## src/rtl/adc_pair_pkg.sv

```systemverilog
package adc_pair_pkg;

   localparam int CH_W        = 3;
   localparam int PRE_W       = 4;
   localparam int NUM_LOGICAL = 2;

   typedef struct packed {
      logic [PRE_W-1:0] prescale;   // divide by prescale+1
      logic             use_done;   // end conversion on done strobe
      logic             irq_en;
      logic             en_evt;
      logic             en_pin;
      logic             en_sw;
      logic             load_now;   // apply immediately, aborting
      logic             cont;       // continuous pairs
      logic [CH_W-1:0]  ch_b;
      logic [CH_W-1:0]  ch_a;
   } seq_cfg_t;

   localparam int CFG_W = $bits(seq_cfg_t);

endpackage

```

## src/rtl/adc_prescaler.sv

```systemverilog
module adc_prescaler #(
   parameter int W = 4
) (
   input  logic         clk,
   input  logic         rst_n,
   input  logic         clear,
   input  logic         run,
   input  logic [W-1:0] div_m1,
   output logic         tick
);

   logic [W-1:0] cnt_q;

   assign tick = run && (cnt_q == div_m1);

   always_ff @(posedge clk or negedge rst_n) begin
      if (!rst_n)              cnt_q <= '0;
      else if (clear || !run)  cnt_q <= '0;
      else if (tick)           cnt_q <= '0;
      else                     cnt_q <= cnt_q + W'(1);
   end

endmodule

```

## src/rtl/adc_result_fifo.sv

```systemverilog
module adc_result_fifo #(
   parameter int DATA_W = 10,
   parameter int DEPTH  = 2,
   localparam int CNT_W = $clog2(DEPTH + 1)
) (
   input  logic              clk,
   input  logic              rst_n,
   input  logic              push,
   input  logic              pop,
   input  logic [DATA_W-1:0] din,
   output logic [DATA_W-1:0] dout,
   output logic              nonempty
);

   if (DEPTH < 2) begin : g_bad_depth
      $error("adc_result_fifo: DEPTH must be at least 2");
   end

   logic [DATA_W-1:0] mem_q [DEPTH];
   logic [DATA_W-1:0] mem_d [DEPTH];
   logic [CNT_W-1:0]  cnt_q, cnt_d;

   always_comb begin
      for (int i = 0; i < DEPTH; i++) mem_d[i] = mem_q[i];
      cnt_d = cnt_q;
      if (pop && cnt_q != '0) begin
         for (int i = 0; i < DEPTH - 1; i++) mem_d[i] = mem_q[i + 1];
         cnt_d = cnt_q - CNT_W'(1);
      end
      if (push) begin
         if (cnt_d == CNT_W'(DEPTH)) begin
            for (int i = 0; i < DEPTH - 1; i++) mem_d[i] = mem_d[i + 1];
            mem_d[DEPTH-1] = din;
         end else begin
            for (int i = 0; i < DEPTH; i++)
               if (i == int'(cnt_d)) mem_d[i] = din;
            cnt_d = cnt_d + CNT_W'(1);
         end
      end
   end

   always_ff @(posedge clk or negedge rst_n) begin
      if (!rst_n) begin
         cnt_q <= '0;
         for (int i = 0; i < DEPTH; i++) mem_q[i] <= '0;
      end else begin
         cnt_q <= cnt_d;
         for (int i = 0; i < DEPTH; i++) mem_q[i] <= mem_d[i];
      end
   end

   assign dout     = mem_q[0];
   assign nonempty = (cnt_q != '0);

endmodule

```

## src/rtl/adc_pair_fsm.sv

```systemverilog
module adc_pair_fsm
   import adc_pair_pkg::*;
#(
   parameter int CONV_TICKS = 17,
   localparam int TCNT_W    = $clog2(CONV_TICKS)
) (
   input  logic                   clk,
   input  logic                   rst_n,
   input  logic                   trig,
   input  logic                   abort,
   input  logic                   use_done,
   input  logic                   cont_next,
   input  logic [CH_W-1:0]        ch_a,
   input  logic [CH_W-1:0]        ch_b,
   input  logic                   tick,
   input  logic                   cnv_done,
   output logic                   busy,
   output logic                   cnv_start,
   output logic [CH_W-1:0]        cnv_chan,
   output logic                   launch,
   output logic [NUM_LOGICAL-1:0] push,
   output logic                   pair_done
);

   logic              busy_q, idx_q, kick_q;
   logic [TCNT_W-1:0] tcnt_q;
   logic              conv_end;

   always_comb begin
      if (use_done) conv_end = busy_q && cnv_done && !kick_q;
      else          conv_end = busy_q && tick && (tcnt_q == TCNT_W'(CONV_TICKS - 1));
      launch    = !abort && ((!busy_q && trig) || (conv_end && (!idx_q || cont_next)));
      pair_done = !abort && conv_end && idx_q;
      push      = '0;
      if (conv_end && !abort) push[idx_q] = 1'b1;
   end

   always_ff @(posedge clk or negedge rst_n) begin
      if (!rst_n) begin
         busy_q <= 1'b0;
         idx_q  <= 1'b0;
         kick_q <= 1'b0;
         tcnt_q <= '0;
      end else if (abort) begin
         busy_q <= 1'b0;
         idx_q  <= 1'b0;
         kick_q <= 1'b0;
         tcnt_q <= '0;
      end else if (launch) begin
         busy_q <= 1'b1;
         kick_q <= 1'b1;
         tcnt_q <= '0;
         idx_q  <= busy_q & ~idx_q;
      end else if (conv_end) begin
         busy_q <= 1'b0;
         kick_q <= 1'b0;
         idx_q  <= 1'b0;
         tcnt_q <= '0;
      end else begin
         kick_q <= 1'b0;
         if (tick && busy_q) tcnt_q <= tcnt_q + TCNT_W'(1);
      end
   end

   assign busy      = busy_q;
   assign cnv_start = kick_q;
   assign cnv_chan  = idx_q ? ch_b : ch_a;

endmodule

```

## src/rtl/adc_pair_sequencer.sv

```systemverilog
module adc_pair_sequencer
   import adc_pair_pkg::*;
#(
   parameter int DATA_W      = 10,
   parameter int FIFO_DEPTH  = 2,
   parameter int CONV_TICKS  = 17,
   parameter int SYNC_STAGES = 2
) (
   input  logic                   clk,
   input  logic                   rst_n,
   input  logic                   ctl_wr,
   input  logic [CFG_W-1:0]       ctl_wdata,
   input  logic                   sw_go,
   input  logic                   ext_soc,
   input  logic                   evt_trig,
   input  logic                   flag_clr,
   input  logic [NUM_LOGICAL-1:0] rd_pop,
   input  logic                   cnv_done,
   input  logic [DATA_W-1:0]      cnv_data,
   output logic                   cnv_start,
   output logic [CH_W-1:0]        cnv_chan,
   output logic [DATA_W-1:0]      res_a,
   output logic [DATA_W-1:0]      res_b,
   output logic [NUM_LOGICAL-1:0] nonempty,
   output logic                   busy,
   output logic                   irq_flag,
   output logic                   irq
);

   if (CONV_TICKS < 2)   begin : g_bad_ticks $error("CONV_TICKS must be at least 2"); end
   if (SYNC_STAGES < 2)  begin : g_bad_sync  $error("SYNC_STAGES must be at least 2"); end
   if (NUM_LOGICAL != 2) begin : g_bad_units $error("two logical units expected"); end

   seq_cfg_t shadow_q, active_q, wr_cfg;
   logic     abort, trig_any, pin_rise, tick, launch, pair_done, flag_q;
   logic [NUM_LOGICAL-1:0] push_v;
   logic [SYNC_STAGES:0]   pin_sync_q;
   logic [DATA_W-1:0]      head [NUM_LOGICAL];

   assign wr_cfg = seq_cfg_t'(ctl_wdata);
   assign abort  = ctl_wr && wr_cfg.load_now;

   // staging and live configuration
   always_ff @(posedge clk or negedge rst_n) begin
      if (!rst_n) begin
         shadow_q <= '0;
         active_q <= '0;
      end else begin
         if (ctl_wr) shadow_q <= wr_cfg;
         if (abort)                    active_q <= wr_cfg;
         else if (!busy || pair_done)  active_q <= shadow_q;
      end
   end

   // external pin synchroniser and edge detect
   always_ff @(posedge clk or negedge rst_n) begin
      if (!rst_n) pin_sync_q <= '0;
      else        pin_sync_q <= {pin_sync_q[SYNC_STAGES-1:0], ext_soc};
   end
   assign pin_rise = pin_sync_q[SYNC_STAGES-1] & ~pin_sync_q[SYNC_STAGES];

   assign trig_any = (active_q.en_sw  && sw_go)
                   | (active_q.en_pin && pin_rise)
                   | (active_q.en_evt && evt_trig);

   adc_prescaler #(.W(PRE_W)) u_pre (
      .clk    (clk),
      .rst_n  (rst_n),
      .clear  (launch),
      .run    (busy),
      .div_m1 (active_q.prescale),
      .tick   (tick)
   );

   adc_pair_fsm #(.CONV_TICKS(CONV_TICKS)) u_fsm (
      .clk       (clk),
      .rst_n     (rst_n),
      .trig      (trig_any),
      .abort     (abort),
      .use_done  (active_q.use_done),
      .cont_next (shadow_q.cont),
      .ch_a      (active_q.ch_a),
      .ch_b      (active_q.ch_b),
      .tick      (tick),
      .cnv_done  (cnv_done),
      .busy      (busy),
      .cnv_start (cnv_start),
      .cnv_chan  (cnv_chan),
      .launch    (launch),
      .push      (push_v),
      .pair_done (pair_done)
   );

   for (genvar g = 0; g < NUM_LOGICAL; g++) begin : g_unit
      adc_result_fifo #(.DATA_W(DATA_W), .DEPTH(FIFO_DEPTH)) u_fifo (
         .clk      (clk),
         .rst_n    (rst_n),
         .push     (push_v[g]),
         .pop      (rd_pop[g]),
         .din      (cnv_data),
         .dout     (head[g]),
         .nonempty (nonempty[g])
      );
   end

   assign res_a = head[0];
   assign res_b = head[1];

   // completion flag
   always_ff @(posedge clk or negedge rst_n) begin
      if (!rst_n)                           flag_q <= 1'b0;
      else if (pair_done && !active_q.cont) flag_q <= 1'b1;
      else if (flag_clr)                    flag_q <= 1'b0;
   end

   assign irq_flag = flag_q;
   assign irq      = flag_q && active_q.irq_en;

endmodule

```

## config.mk

```make
export PLATFORM = sky130hd
export DESIGN_NAME = adc_pair_sequencer
export DESIGN_NICKNAME = d
export VERILOG_FILES = /design/src/rtl/adc_pair_pkg.sv /design/src/rtl/adc_prescaler.sv /design/src/rtl/adc_result_fifo.sv /design/src/rtl/adc_pair_fsm.sv /design/src/rtl/adc_pair_sequencer.sv
export SDC_FILE = /design/constraint.sdc
export NUM_CORES = 1
export LEC_CHECK = 0
export BUFFER_PORTS_ARGS = -buffer_cell sky130_fd_sc_hd__buf_2
export CAP_MARGIN = 20
export CORE_MARGIN = 2
export CORE_UTILIZATION = 45
export CTS_BUF_LIST = sky130_fd_sc_hd__clkbuf_4 sky130_fd_sc_hd__clkbuf_8
export CTS_CLUSTER_SIZE = 40
export DETAILED_ROUTE_END_ITERATION = 8
export SLEW_MARGIN = 20
export SYNTH_ARGS = -nofsm -noshare
export SYNTH_HDL_FRONTEND = slang
export SYNTH_SLANG_ARGS = --single-unit
```

## constraint.sdc

```tcl
create_clock -name clk -period 3.2 [get_ports clk]
set_clock_uncertainty 0.1 [all_clocks]
set_input_delay 0.64 -clock clk [delete_from_list [all_inputs] [get_ports clk]]
set_output_delay 0.64 -clock clk [all_outputs]
set_load 0.005 [all_outputs]
```

Word-level counts from Yosys, hierarchy flattened
Index checks and enable logic that the tools add are counted.

Bits in registers: 93. Input port bits: 37. Output and inout port bits: 29. Logic and storage cells: 130.

Add/subtract/negate cells: 6. $lt $le $gt $ge: 2. Equal/unequal tests: 6. Muxes and demuxes: 38. Bitwise operators: 6. Reductions and logical operators: 40.

Operator list (number): 2-to-1 mux 20 bit (4); 2-to-1 mux 10 bit (6); 2-to-1 mux 17 bit (2); 2-to-1 mux 5 bit (4); logical AND 1 bit (19); 2-to-1 mux 2 bit (7); nonzero test 2 bit (6); 2-to-1 mux 1 bit (11); 2-to-1 mux 4 bit (2); adder 5 x 1 -> 5 bit, second input constant (1); equality test 5 bit, second input constant (1); zero test 1 bit (5); adder 2 x 1 -> 2 bit, second input constant (2); adder 4 x 1 -> 4 bit, second input constant (1); equality test 2 bit, first input constant (2); equality test 2 bit, second input constant (2); equality test 4 bit (1); zero test 2 bit (2); logical OR 1 bit (4); AND reduction 2 bit (2); nonzero test 4 bit (1); subtractor 2 x 1 -> 2 bit, second input constant (2); 2-to-1 mux 3 bit (1); nonzero test 3 bit (1); 6 further kinds (9).

Logic depth before layout (Yosys ltp)
Depth in word-level cells: 10. Mapped depth: 14. Depth with buffers taken out: 12.

Cells and area by module
Synthesis repeated with hierarchy kept, for this count alone.

Cells, all modules: 405. Area total of the unflattened synthesis: 4817.1 sq um.

Modules (own cells, without submodules): adc_result_fifo (times used 2, cells each 116, area each 1209.9 sq um, sequential area each 550.5 sq um); adc_pair_sequencer (times used 1, cells each 98, area each 1621.6 sq um, sequential area each 900.9 sq um); adc_pair_fsm (times used 1, cells each 52, area each 515.5 sq um, sequential area each 200.2 sq um); adc_prescaler (times used 1, cells each 23, area each 260.2 sq um, sequential area each 100.1 sq um).

Least setup slack after synthesis
No wires, ideal clock.

Path type: input port to flip-flop. From: in rd_pop[0]. To: reg g_unit[0].u_fifo.mem_q, in the netlist g_unit[0].u_fifo.dout[5]. Library setup time: 104 ps. Arrival: 2486 ps. Data required time: 2996 ps. Slack: 511 ps. Stages on the path: 11. Path buffers: 3. Path through: nand2b_1 clkbuf_1 clkbuf_1 nor2_1 a21oi_1 inv_1 ha_1 inv_1 clkbuf_1 nor2_1 a221oi_1.

RTL lines: from (decl) (RTL line adc_pair_sequencer.sv:17) `input logic [NUM_LOGICAL-1:0] rd_pop,`; to (decl) (RTL line adc_result_fifo.sv:19) `logic [DATA_W-1:0] mem_q [DEPTH];`.

==> results.toml <==
[yosys]
syn-mean-instance-area_sq_um = 10.6
ys_seq_area_share_pct = 46.5
synthFlopType = "dfrtp_1"
syn_nets = 512
postSynth.asyncResetShare_pct = 100
synth_edf_count = 0
ys_types = 45
ys_warn_count = 0
ys_seq_elements = 92
netlist_instances = 466
syn_area_sq_um = 4950

[outcome]
status = "finished, final reports clean"

[sta]
fmax_mhz = 374
post-route-min-period_ns = 2.67
final_max_slew_viol_count = 0
period_share_pct = 83.5
tns_ns = 0
rsz0062_at_grt = "no"
finalSetupViolCount = 0
fin_ws_ns = 0.529
worst_slew_pin_slew_ns = 0.994
slew_headroom_pct = 33.7
hold_violations = 0

[layout]
fin_nets = 549
area_growth_pct = 10.2
diodes = 0
regArea_sq_um = 2300
fillCellCount = 992
layout-drive-gt1-share_pct = 28.1
final_area_sq_um = 5450
final_core_util_pct = 50.5
multiInputGateArea_sq_um = 2280

[critical_path]
r2r_start = "g_unit[1].u_fifo.cnt_q[0]"
reg2reg_depth = 9
rrSetupSlack_ns = 0.53
startpoint_type = "register"
worstPathRequired_ns = 3.35
path_class = "reg -> reg"
end_kind = "register"
crit_arrival_ns = 2.82
rr_endpoint = "g_unit[1].u_fifo.dout[9]"
crit_fanout = 14

[placement]
post-place-ws_ns = 0.454
numPortBuffers = 65
post_dp_cell_area_sq_um = 5220
dp_hpwl_um = 7310
gp_congestion = 0.766

[detailed_routing]
drtIter0Drc = 227
totalWireLength_um = 10400
drt_first_pass_iters = 5
viasPerCell = 5.40
vias = 3497
drcViolationCount = 0
ant_nets = 0
wire_per_inst_um = 16.1

[grt]
grt_usage_pct = 18.7
antenna_found_initial = 0
grt_max_degree = 54
grt_pass1_wl_um = 17200
grt_overflow_total = 0
grt_pass1_vias = 3492

[clocking]
cts_tree = "built"
post_cts_resized = 0
htreeDepth = 3
clock_latency_ns = 0.36
path_clk_slew_ns = 0.09
clock_path_buffers = 2
cts_hold_buffers = 0
cts.sinks = 92
cts-root-buf = "clkbuf_8"
cts_setup_buffers = 0
cts_inserted_buffers = 9

[floorplanning]
die_area_sq_um = 11800
start_util_pct = 45.8
io_pins = 66
placementRows = 38
die_y_um = 109
die_w_um = 109
core-area_sq_um = 10800

[power]
ir_drop_mv = 0.426
p_leak_nw = 2.53
power_density_nw_per_um2 = 830

[job]
drv_cap = 0

[worst_hold_path]
worstHoldPathType = "in -> async"
[cells by family after synthesis]
family	share of synthesized area (%)
mux	16.6
simple gates	12.7
flops	46.5
compound gates	12.3
fa+ha+maj	2.28
buf+inv	7.44
xor+xnor	2.13
[synthesized netlist by cell type, drive strengths merged (3+ instances only)]
cell / instances / area share (%)
a21oi: 30 / 3.0
a221oi: 8 / 1.4
inv: 22 / 1.7
o211ai: 5 / 0.76
a21boi: 8 / 1.2
buf: 33 / 4.9
nand2: 27 / 2.3
clkbuf: 12 / 0.91
nor2: 45 / 3.4
mux2i: 28 / 5.7
nand3b: 6 / 0.91
o31ai: 6 / 0.91
nor2b: 3 / 0.38
nand2b: 11 / 1.4
nand4: 8 / 1.3
a21o: 5 / 0.76
nand3: 14 / 1.4
nor3: 3 / 0.30
xnor2: 9 / 1.6
ha: 9 / 2.3
o221a: 5 / 1.1
dfrtp: 92 / 47
o21ai: 14 / 1.9
mux2: 45 / 11
and2: 3 / 0.38
xor2: 3 / 0.53
[power by group]
group / total (mW) / leakage, nW / internal (mW) / switching [mW]
clock network: 0.890 / 0.110 / 0.473 / 0.417
registers: 1.76 / 1.13 / 1.51 / 0.251
logic: 1.87 / 1.29 / 0.893 / 0.981
[critical path: stages, from the launching register on]
cell      delay [ns]
dfrtp_1         0.40
inv_1           0.06
ha_1            0.17
nand2b_1        0.38
nor2_1          0.07
a21oi_1         0.20
inv_1           0.07
ha_1            0.32
or3_1           0.50
o221a_2         0.29
[state kept, by name, summed over array words and instances (netlist names)]
signal,flops
active_q,16
u_fsm.cnv_start,1
u_pre.cnt_q,4
u_fsm.tcnt_q,5
g_unit.u_fifo.cnt_q,4
g_unit.u_fifo.mem_q,20
u_fsm.idx_q,1
g_unit.u_fifo.dout,20
irq_flag,1
u_fsm.busy,1
shadow_q,16
pin_sync_q,3
[placed cells by master, fill, tap and decap left out, drive strengths merged, types with 9 or more instances in the layout]
master	n
a21oi	30
mux2	45
xnor2	9
o21ai	14
dfrtp	92
clkbuf	11
nand3	14
nor2	45
inv	23
nand2b	11
mux2i	28
buf	71
nand2	27
ha	9
[layer usage]
metal | global-route usage [%] | up-vias | share of wire (%)
met5 | 0 | - | 0
met2 | 31.7 | 87 | 49
met1 | 23.6 | 1707 | 45
li1 | - | 1692 | -
met4 | 5.31 | 0 | 1.1
met3 | 5.02 | 11 | 5.0
[cell type report]
| class | count | area share, % |
|---|---|---|
| Clock buffer | 11 | 2.66 |
| Multi-Input combinational cell | 307 | 41.8 |
| Inverter | 22 | 1.52 |
| Tap cell | 140 | 3.21 |
| Clock inverter | 5 | 1.54 |
| Sequential cell | 92 | 42.2 |
| Timing Repair Buffer | 71 | 7.07 |
[stage by stage]
stage               power (mW)  std cells  hold WS (ns)
global placement          3.58        632         0.236
finish                    4.52        648         0.148
floorplan                 3.29        466         0.231
global route              4.88        648         0.172
CTS                       4.57        648         0.162
detailed placement        3.66        632         0.243
[how the worst max path moves through the flow]
stage / startpoint / to / slack, ns / cells after the start
2_1_floorplan: rd_pop[0] / g_unit[0].u_fifo.dout[5] / 0.51 / 11
5_1_grt: g_unit[1].u_fifo.cnt_q[0] / g_unit[1].u_fifo.dout[6] / 0.29 / 9
4_1_cts: g_unit[1].u_fifo.cnt_q[0] / g_unit[1].u_fifo.dout[9] / 0.53 / 9
6_report: g_unit[1].u_fifo.cnt_q[0] / g_unit[1].u_fifo.dout[9] / 0.53 / 9
3_5_place_dp: rd_pop[0] / g_unit[0].u_fifo.dout[9] / 0.45 / 9
3_3_place_gp: rd_pop[0] / g_unit[0].u_fifo.dout[9] / 0.51 / 9
No activity file was read; power rests on OpenSTA's default activity.
